<file path="src/rtl/uart_mode_pkg.sv">
package uart_mode_pkg;
  localparam int MODE_W  = 8;
  localparam int SEL_W   = $clog2(MODE_W);
  localparam int PWR_B   = 7;
  localparam int TXE_B   = 6;
  localparam int RXE_B   = 5;
  localparam int PAR_HI  = 4;
  localparam int PAR_LO  = 3;
  localparam int CLEN_B  = 2;
  localparam int SLEN_B  = 1;
  localparam int EMOD_B  = 0;
  localparam int PAR_W   = PAR_HI - PAR_LO + 1;
  typedef logic [MODE_W-1:0] mode_t;
endpackage

</file>
<file path="src/rtl/mode_reg_file.sv">
module mode_reg_file
  import uart_mode_pkg::*;
#(
  parameter mode_t RST_VAL = mode_t'(8'h01)
) (
  input  logic             clk,
  input  logic             rst_n,
  input  logic             wr_en,
  input  logic             wr_bit,
  input  logic [SEL_W-1:0] wr_sel,
  input  mode_t            wr_data,
  output mode_t            mode_q,
  output mode_t            mode_d
);
  mode_t bit_merge;

  // Next-state logic: a single-bit write merges wr_data[0] into the selected bit.
  always_comb begin
    bit_merge = mode_q;
    for (int i = 0; i < MODE_W; i++) begin
      if (wr_sel == SEL_W'(i)) bit_merge[i] = wr_data[0];
    end
    mode_d = mode_q;
    if (wr_en) mode_d = wr_bit ? bit_merge : wr_data;
  end

  // Register process with an explicit clock enable.
  always_ff @(posedge clk or negedge rst_n) begin
    if (!rst_n)     mode_q <= RST_VAL;
    else if (wr_en) mode_q <= mode_d;
  end


  bit_write_keep_chk: assert property (@(posedge clk) disable iff (!rst_n)
    (wr_en && wr_bit) |=> ((mode_q ^ $past(mode_q)) & ~(mode_t'(1) << $past(wr_sel))) == '0);
endmodule

</file>
<file path="src/rtl/mode_rst_gen.sv">
module mode_rst_gen (
  input  logic clk,
  input  logic rst_n,
  input  logic pwr_q,
  input  logic txe_q,
  input  logic rxe_q,
  input  logic pwr_d,
  input  logic txe_d,
  input  logic rxe_d,
  output logic op_clk_en,
  output logic core_rst_n,
  output logic tx_run,
  output logic rx_run,
  output logic tx_srst,
  output logic rx_srst
);
  logic rel_q, rel_d;
  logic txs_q, txs_d;
  logic rxs_q, rxs_d;

  // Next-state logic.
  always_comb begin
    rel_d = pwr_q;
    txs_d = pwr_q & pwr_d & txe_q & ~txe_d;
    rxs_d = pwr_q & pwr_d & rxe_q & ~rxe_d;
  end

  // Register process.
  always_ff @(posedge clk or negedge rst_n) begin
    if (!rst_n) begin
      rel_q <= 1'b0;
      txs_q <= 1'b0;
      rxs_q <= 1'b0;
    end else begin
      rel_q <= rel_d;
      txs_q <= txs_d;
      rxs_q <= rxs_d;
    end
  end

  // Reset asserts as soon as power drops and is released one edge after power returns.
  assign core_rst_n = pwr_q & rel_q;
  assign op_clk_en  = core_rst_n;
  assign tx_run     = core_rst_n & txe_q;
  assign rx_run     = core_rst_n & rxe_q;
  assign tx_srst    = txs_q;
  assign rx_srst    = rxs_q;


  tx_srst_single_chk: assert property (@(posedge clk) disable iff (!rst_n)
    tx_srst |=> !tx_srst);

  rx_srst_single_chk: assert property (@(posedge clk) disable iff (!rst_n)
    rx_srst |=> !rx_srst);
endmodule

</file>
<file path="src/rtl/mode_pin_safe.sv">
module mode_pin_safe #(
  parameter int LANES = 2
) (
  input  logic             pwr_on,
  input  logic [LANES-1:0] raw_in,
  output logic [LANES-1:0] safe_out
);
  // Each lane is held at the idle-high level while power is off.
  for (genvar g = 0; g < LANES; g++) begin : g_lane
    assign safe_out[g] = pwr_on ? raw_in[g] : 1'b1;
  end
endmodule

</file>
<file path="src/rtl/uart_mode_ctl.sv">
module uart_mode_ctl
  import uart_mode_pkg::*;
#(
  parameter logic [7:0] RST_VAL = 8'h01
) (
  input  logic       clk,
  input  logic       rst_n,
  input  logic       wr_en,
  input  logic       wr_bit,
  input  logic [2:0] wr_sel,
  input  logic [7:0] wr_data,
  output logic [7:0] rd_data,
  output logic       op_clk_en,
  output logic       core_rst_n,
  output logic       tx_run,
  output logic       rx_run,
  output logic       tx_srst,
  output logic       rx_srst,
  output logic [1:0] par_sel,
  output logic       char_len,
  output logic       stop_len,
  output logic       err_mode,
  input  logic       txd_eng,
  output logic       txd_pin,
  input  logic       rxd_pin,
  output logic       rxd_eng
);
  mode_t mode_q, mode_d;
  logic [1:0] pin_raw, pin_safe;

  mode_reg_file #(.RST_VAL(mode_t'(RST_VAL))) u_reg (
    .clk     (clk),
    .rst_n   (rst_n),
    .wr_en   (wr_en),
    .wr_bit  (wr_bit),
    .wr_sel  (wr_sel),
    .wr_data (wr_data),
    .mode_q  (mode_q),
    .mode_d  (mode_d)
  );

  mode_rst_gen u_rst (
    .clk        (clk),
    .rst_n      (rst_n),
    .pwr_q      (mode_q[PWR_B]),
    .txe_q      (mode_q[TXE_B]),
    .rxe_q      (mode_q[RXE_B]),
    .pwr_d      (mode_d[PWR_B]),
    .txe_d      (mode_d[TXE_B]),
    .rxe_d      (mode_d[RXE_B]),
    .op_clk_en  (op_clk_en),
    .core_rst_n (core_rst_n),
    .tx_run     (tx_run),
    .rx_run     (rx_run),
    .tx_srst    (tx_srst),
    .rx_srst    (rx_srst)
  );

  assign pin_raw = {rxd_pin, txd_eng};

  mode_pin_safe #(.LANES(2)) u_pins (
    .pwr_on   (mode_q[PWR_B]),
    .raw_in   (pin_raw),
    .safe_out (pin_safe)
  );

  assign txd_pin  = pin_safe[0];
  assign rxd_eng  = pin_safe[1];
  assign rd_data  = mode_q;
  assign par_sel  = mode_q[PAR_HI:PAR_LO];
  assign char_len = mode_q[CLEN_B];
  assign stop_len = mode_q[SLEN_B];
  assign err_mode = mode_q[EMOD_B];


  pwr_off_reset_chk: assert property (@(posedge clk) disable iff (!rst_n)
    !rd_data[PWR_B] |-> (!core_rst_n && !op_clk_en));

  pwr_rise_hold_chk: assert property (@(posedge clk) disable iff (!rst_n)
    $rose(rd_data[PWR_B]) |-> !core_rst_n);

  pwr_steady_run_chk: assert property (@(posedge clk) disable iff (!rst_n)
    (rd_data[PWR_B] && $past(rd_data[PWR_B])) |-> core_rst_n);

  tx_srst_cause_chk: assert property (@(posedge clk) disable iff (!rst_n)
    tx_srst |-> ($past(rd_data[TXE_B]) && !rd_data[TXE_B] && rd_data[PWR_B]));

  same_value_quiet_chk: assert property (@(posedge clk) disable iff (!rst_n)
    (rd_data == $past(rd_data)) |-> (!tx_srst && !rx_srst));

  txd_idle_chk: assert property (@(posedge clk) disable iff (!rst_n)
    !rd_data[PWR_B] |-> txd_pin);
endmodule

</file>
<file path="config.mk">
export PLATFORM = sky130hd
export DESIGN_NAME = uart_mode_ctl
export DESIGN_NICKNAME = d
export VERILOG_FILES = /design/src/rtl/uart_mode_pkg.sv /design/src/rtl/mode_reg_file.sv /design/src/rtl/mode_rst_gen.sv /design/src/rtl/mode_pin_safe.sv /design/src/rtl/uart_mode_ctl.sv
export SDC_FILE = /design/constraint.sdc
export NUM_CORES = 1
export LEC_CHECK = 0
export ABC_CLOCK_PERIOD_IN_PS = 1340
export BUFFER_PORTS_ARGS = -buffer_cell sky130_fd_sc_hd__buf_2
export CORE_UTILIZATION = 44
export DETAILED_ROUTE_END_ITERATION = 12
export GPL_TIMING_DRIVEN = 0
export PLACE_DENSITY_LB_ADDON = 0.12
export SYNTH_ARGS = -nofsm -noshare
export SYNTH_HDL_FRONTEND = slang
export SYNTH_SLANG_ARGS = --single-unit
</file>
<file path="constraint.sdc">
create_clock -name clk -period 1.34 [get_ports clk]
set_input_delay 0.268 -clock clk [delete_from_list [all_inputs] [get_ports clk]]
set_output_delay 0.268 -clock clk [all_outputs]
set_load 0.005 [all_outputs]
</file>
Word-level counts from Yosys, hierarchy flattened
Cells that the tools add are included.
{"block": "classes", "eq_ne": 12, "muxes": 12, "bitwise_logic": 10, "reduce_logical": 6}
{"operator": "$mux W8", "count": 2}
{"operator": "$eq A3 B3 Y1 const B", "count": 4}
{"operator": "$mux W1", "count": 10}
{"operator": "$ne A2 B1 Y1 const B", "count": 5}
{"operator": "$reduce_and A2 Y1", "count": 5}
{"operator": "$and A1 B1 Y1", "count": 8}
{"operator": "$eq A3 B2 Y1 const B", "count": 2}
{"operator": "$eq A3 B1 Y1 const B", "count": 1}
{"operator": "$logic_not A3 Y1", "count": 1}
{"operator": "$not A1 Y1", "count": 2}
{"block": "word_totals", "regBits": 11, "out_inout_bits": 21, "elab_cells": 49}

Depth between registers and ports, before layout
{"block": "depth", "word_depth": 7, "depth_mapped": 4, "ltp_nobuf": 3}

Modules after synthesis
From an unflattened synthesis, not the netlist that was laid out.
{"block": "hier_totals", "hier_cells": 69, "hier_area_um2": 695.7}
{"mod": "mode_reg_file", "instances": 1, "cells_per_inst": 53, "area_each_um2": 520.5, "seq_area_each_um2": 201.4}
{"mod": "mode_rst_gen", "instances": 1, "cells_per_inst": 9, "area_each_um2": 125.1, "seq_area_each_um2": 75.1}
{"mod": "uart_mode_ctl", "instances": 1, "cells_per_inst": 5, "area_each_um2": 37.5, "seq_area_each_um2": 0.0}
{"mod": "mode_pin_safe", "instances": 1, "cells_per_inst": 2, "area_each_um2": 12.5, "seq_area_each_um2": 0.0}

Least setup slack after synthesis
No wires, ideal clock.
{"block": "synth_timing", "path_kind": "input -> register", "start": "input port wr_sel[2]", "end": "register u_reg.mode_q[0]", "setup_ps": 85, "t_arrival_ps": 1054, "required_time_ps": 1255, "path_slack_ps": 202, "path_stages": 4, "path_buffers": 1, "path_cell_list": "buf_2 nand2b_4 o31ai_2 mux2_1"}
{"block": "synth_between", "elab_chain_cells": 3}
{"item": "start: declaration", "line_no": "uart_mode_ctl.sv:10", "rtl": "input logic [2:0] wr_sel,"}
{"item": "$logic_not A3 Y1", "line_no": "mode_reg_file.sv:21", "rtl": "if (wr_sel == SEL_W'(i)) bit_merge[i] = wr_data[0];"}
{"item": "$ne A2 B1 Y1 (no line)"}
{"item": "$reduce_and A2 Y1 (no line)"}
{"item": "end signal: assignment", "line_no": "mode_reg_file.sv:30", "rtl": "else if (wr_en) mode_q <= mode_d;"}
{"item": "end: declaration", "line_no": "mode_reg_file.sv:12", "rtl": "output mode_t mode_q,"}
No other way between the ends.
A chain may end at the register's enable or synchronous reset.

Final worst setup path
{"block": "layout_timing", "start": "register u_reg.mode_q[7]", "end": "output port txd_pin"}
{"block": "layout_between", "elab_chain_cells": 1}
{"item": "$mux W1", "line_no": "mode_pin_safe.sv:10", "rtl": "assign safe_out[g] = pwr_on ? raw_in[g] : 1'b1;"}
{"item": "end: declaration", "line_no": "uart_mode_ctl.sv:24", "rtl": "output logic txd_pin,"}
No other way between the ends.

==> flow_summary_export.csv <==
group,metric,value,unit
routing,drcViolationCount,0,
layout,final_cell_mix,"35 x buf_2, 10 x buf_4, 9 x nor2_1, 9 x dfrtp_1, 5 x a21oi_1",
die,initial_core_util,47.81,%
critical_path,crit_end,"txd_pin",
synthesis,synthFlopType,"dfrtp_1",
clock_network,clk_pin_slew,0.07,ns
synthesis,synth_nets,98,
routing,drtAntennaViolNets,0,
synthesis,syn_area,737.0,sq um
routing,routedWlPerCell,12.49,microns
routing,wl,1686,microns
clock_network,cts_sinks,11,
die,die_x,42.93,microns
layout,layout_commonest_cell,"buf_2",
critical_path,max_stage_delay,0.43,ns
routing,firstDrtPassIters,4,
global_route,grt_pass1_wl,2684,microns
critical_path,r2r_slack,0.28,ns
synthesis,yosysTopAreaCell,"dfrtp_1",
timing,max_slew_margin,78.25,%
synthesis,synth-adder-area-share,0,%
die,core,1541,sq um
place,gp_congestion,0.8418,
timing,hold_viol,0,
timing,finalCriticalPeriod,1.276,ns
synthesis,ys_seq_area_share,37.52,%
clock_network,h-tree-depth,1,
job,cap_violations,0,
critical_path,worstRegToRegCells,3,
synthesis,synth.area.top_cells,"dfrtp_1 34%, buf_4 11%, nor2_1 4.6%, o211a_1 4.1%, dfstp_2 3.6%",
global_route,grt_pass1_vias,617,
timing,clock_skew,0.0004914,ns
global_route,grt_max_degree,12,
critical_path,worst-path-stages,3,
pwr,leakagePower,0.0005070,uW
synthesis,synthXorXnorAreaFrac,0,%
synthesis,synth_edf_count,0,
critical_path,rr_endpoint,"u_reg.mode_q[7]",
synthesis,synthArstFlopShare,100.0,%
synthesis,yosysTopAreaCellShare,33.96,%
min_path,hp-class,"in -> reg",
clock_network,cts_tree,"yes",
critical_path,arrival,1.01,ns
critical_path,worst_setup_path_start_kind,"register",
critical_path,r2r-start,"u_reg.mode_q[7]",
global_route,antenna_found_initial,0,
timing,period_share,95.22,%
timing,final-setup-viol-count,0,
layout,nFillCells,146,
clock_network,root_buffer,"clkbuf_4",
synthesis,muxShareOfSynthArea,1.528,%
timing,timing.fmax,783.7,MHz
routing,vias,732,
synthesis,yosysWarningCount,0,
layout,areaGrowthSynthToFinish,31.92,%
synthesis,synth_compound_area_share,20.37,%
place,portBuffers,33,
clock_network,clock_latency,0.27,ns
critical_path,cp_slowest_cell,"dfrtp_2",
place,hpwlAfterDp,1253,microns
pwr,finalPower,997.4,uW
clock_network,cts_buffers,3,
critical_path,path_max_fanout,7,
critical_path,crit_chain,"buf_6 -> nand2b_1 -> buf_2",
timing,worst_pin_slew,0.3256,ns
routing,vias_per_cell,5.422,
synthesis,synth_simple_gate_area_share,26.83,%
synthesis,syn_inst,81,
timing,fin_setup_tns,0,ns
die,num_rows,14,
synthesis,synth_top_family_by_area,"simple AND/OR/NAND/NOR gates",
critical_path,critPathKind,"reg -> out",
global_route,grt_usage,19.61,%
critical_path,critPathTopFamily,"flip-flops",
timing,grt_setup_unrepaired,"false",
synthesis,ys_ff_latch,11,
pwr,peakVddDrop,0.0005156,V
die,die-area,1843,sq um
layout,drive_above_1_share,47.06,%
layout,num-nets-final,137,
die,io_pins,38,
layout,n_antenna_cell,0,
layout,multi_input_area,361.6,sq um
critical_path,critPathBufInv,2,
die,dieHeight,42.93,microns
timing,slew_violations,0,
run_status,status,"finished, final reports clean",
pwr,power_density,1026,nW/um^2
global_route,grt.overflow.total,0,
synthesis,syn_area_per_cell,9.098,sq um
critical_path,cp.required,1.07,ns
critical_path,end_kind,"output pin",
routing,drtIter0Drc,26,
clock_network,cts_max_path_buffers,2,
min_path,worstHoldStart,"wr_data[3]",
layout,seq_area,277.8,sq um
synthesis,synth_cell_types,28,
critical_path,crit_path_start,"u_reg.mode_q[7]",
-- cells by family after synthesis --
| logic type | after synthesis |
|---|---|
| buffers and inverters | 15 |
| muxes | 1 |
| and+or+nand+nor | 35 |
| AOI/OAI and AO/OA | 19 |
| DFF | 11 |
-- how the worst min path moves through the flow --
| stage | depth (start not counted) | endpoint | slack [ns] |
|---|---|---|---|
| 2_1_floorplan | 0 | u_reg.mode_q[1] | -0.03 |
| 3_3_place_gp | 1 | u_reg.mode_q[2] | 0.15 |
| 3_5_place_dp | 1 | u_reg.mode_q[2] | 0.16 |
| 4_1_cts | 3 | u_reg.mode_q[3] | 0.21 |
| 5_1_grt | 3 | u_reg.mode_q[3] | 0.24 |
| 6_report | 3 | u_reg.mode_q[3] | 0.21 |
-- Yosys cell counts, types with 3 or more instances --
| cell | instances |
|---|---|
| a21oi_1 | 5 |
| buf_2 | 3 |
| buf_4 | 11 |
| dfrtp_1 | 10 |
| nand2_1 | 4 |
| nand2b_1 | 4 |
| nand3_1 | 3 |
| nor2_1 | 9 |
| nor2b_1 | 4 |
| nor3_1 | 3 |
| o211a_1 | 3 |
| o211ai_1 | 3 |
-- worst register-to-register path: cells and delay by family (launching register included) --
family                 cells  cell delay [ns]
AO/OA/AOI/OAI              2             0.38
buffers and inverters      1             0.14
flip-flops                 1             0.43
-- where the power goes --
| part | switching, uW | total [uW] | internal (uW) |
|---|---|---|---|
| logic | 140 | 343 | 203 |
| clock network | 119 | 234 | 115 |
| registers | 40.0 | 420 | 380 |
| total | 299 | 997 | 698 |
-- per-stage QoR --
stage | hold slack, ns | worst slack (ns) | std cells | instance area, sq um | util, %
final | 0.2090 | 0.06405 | 135 | 972.2 | 63.07
after CTS | 0.2147 | 0.005112 | 136 | 969.7 | 62.91
after detailed placement | 0.1562 | 0.1447 | 130 | 922.1 | 59.82
after floorplan | -0.02759 | 0.2017 | 81 | 737.0 | -
after global routing | 0.2415 | 0.02707 | 135 | 972.2 | 63.07
after global placement | 0.1525 | 0.1507 | 130 | 922.1 | 59.82
-- layer usage --
| layer | global-route usage, % | part of all wire, % | vias up |
|---|---|---|---|
| met5 | 0 | 0 | - |
| met4 | 7.500 | 1.3 | 0 |
| met3 | 3.830 | 7.2 | 4 |
| met2 | 30.61 | 45 | 36 |
| met1 | 26.61 | 46 | 331 |
| li1 | - | - | 361 |
-- state kept, by name, indices dropped and copies added (netlist names) --
signal / flops
u_reg.mode_q: 8
u_rst.tx_srst: 1
u_rst.rx_srst: 1
u_rst.rel_q: 1
-- what timing repair did --
action | in CTS | in global routing
resized for setup | 2 | 2
setup endpoints to repair | 4 | 2
setup buffers | 1 | 0
hold buffers | 1 | 0
hold endpoints to repair | 10 | 0
-- area by class of cell --
| type | count | share of cell area, % |
|---|---|---|
| Timing Repair Buffer | 35 | 19.82 |
| Buffer | 13 | 9.266 |
| Clock buffer | 4 | 2.703 |
| Sequential cell | 11 | 28.57 |
| Tap cell | 16 | 2.059 |
| Inverter | 1 | 0.3861 |
| Multi-Input combinational cell | 55 | 37.19 |
Power figures use the tool's default switching activity.
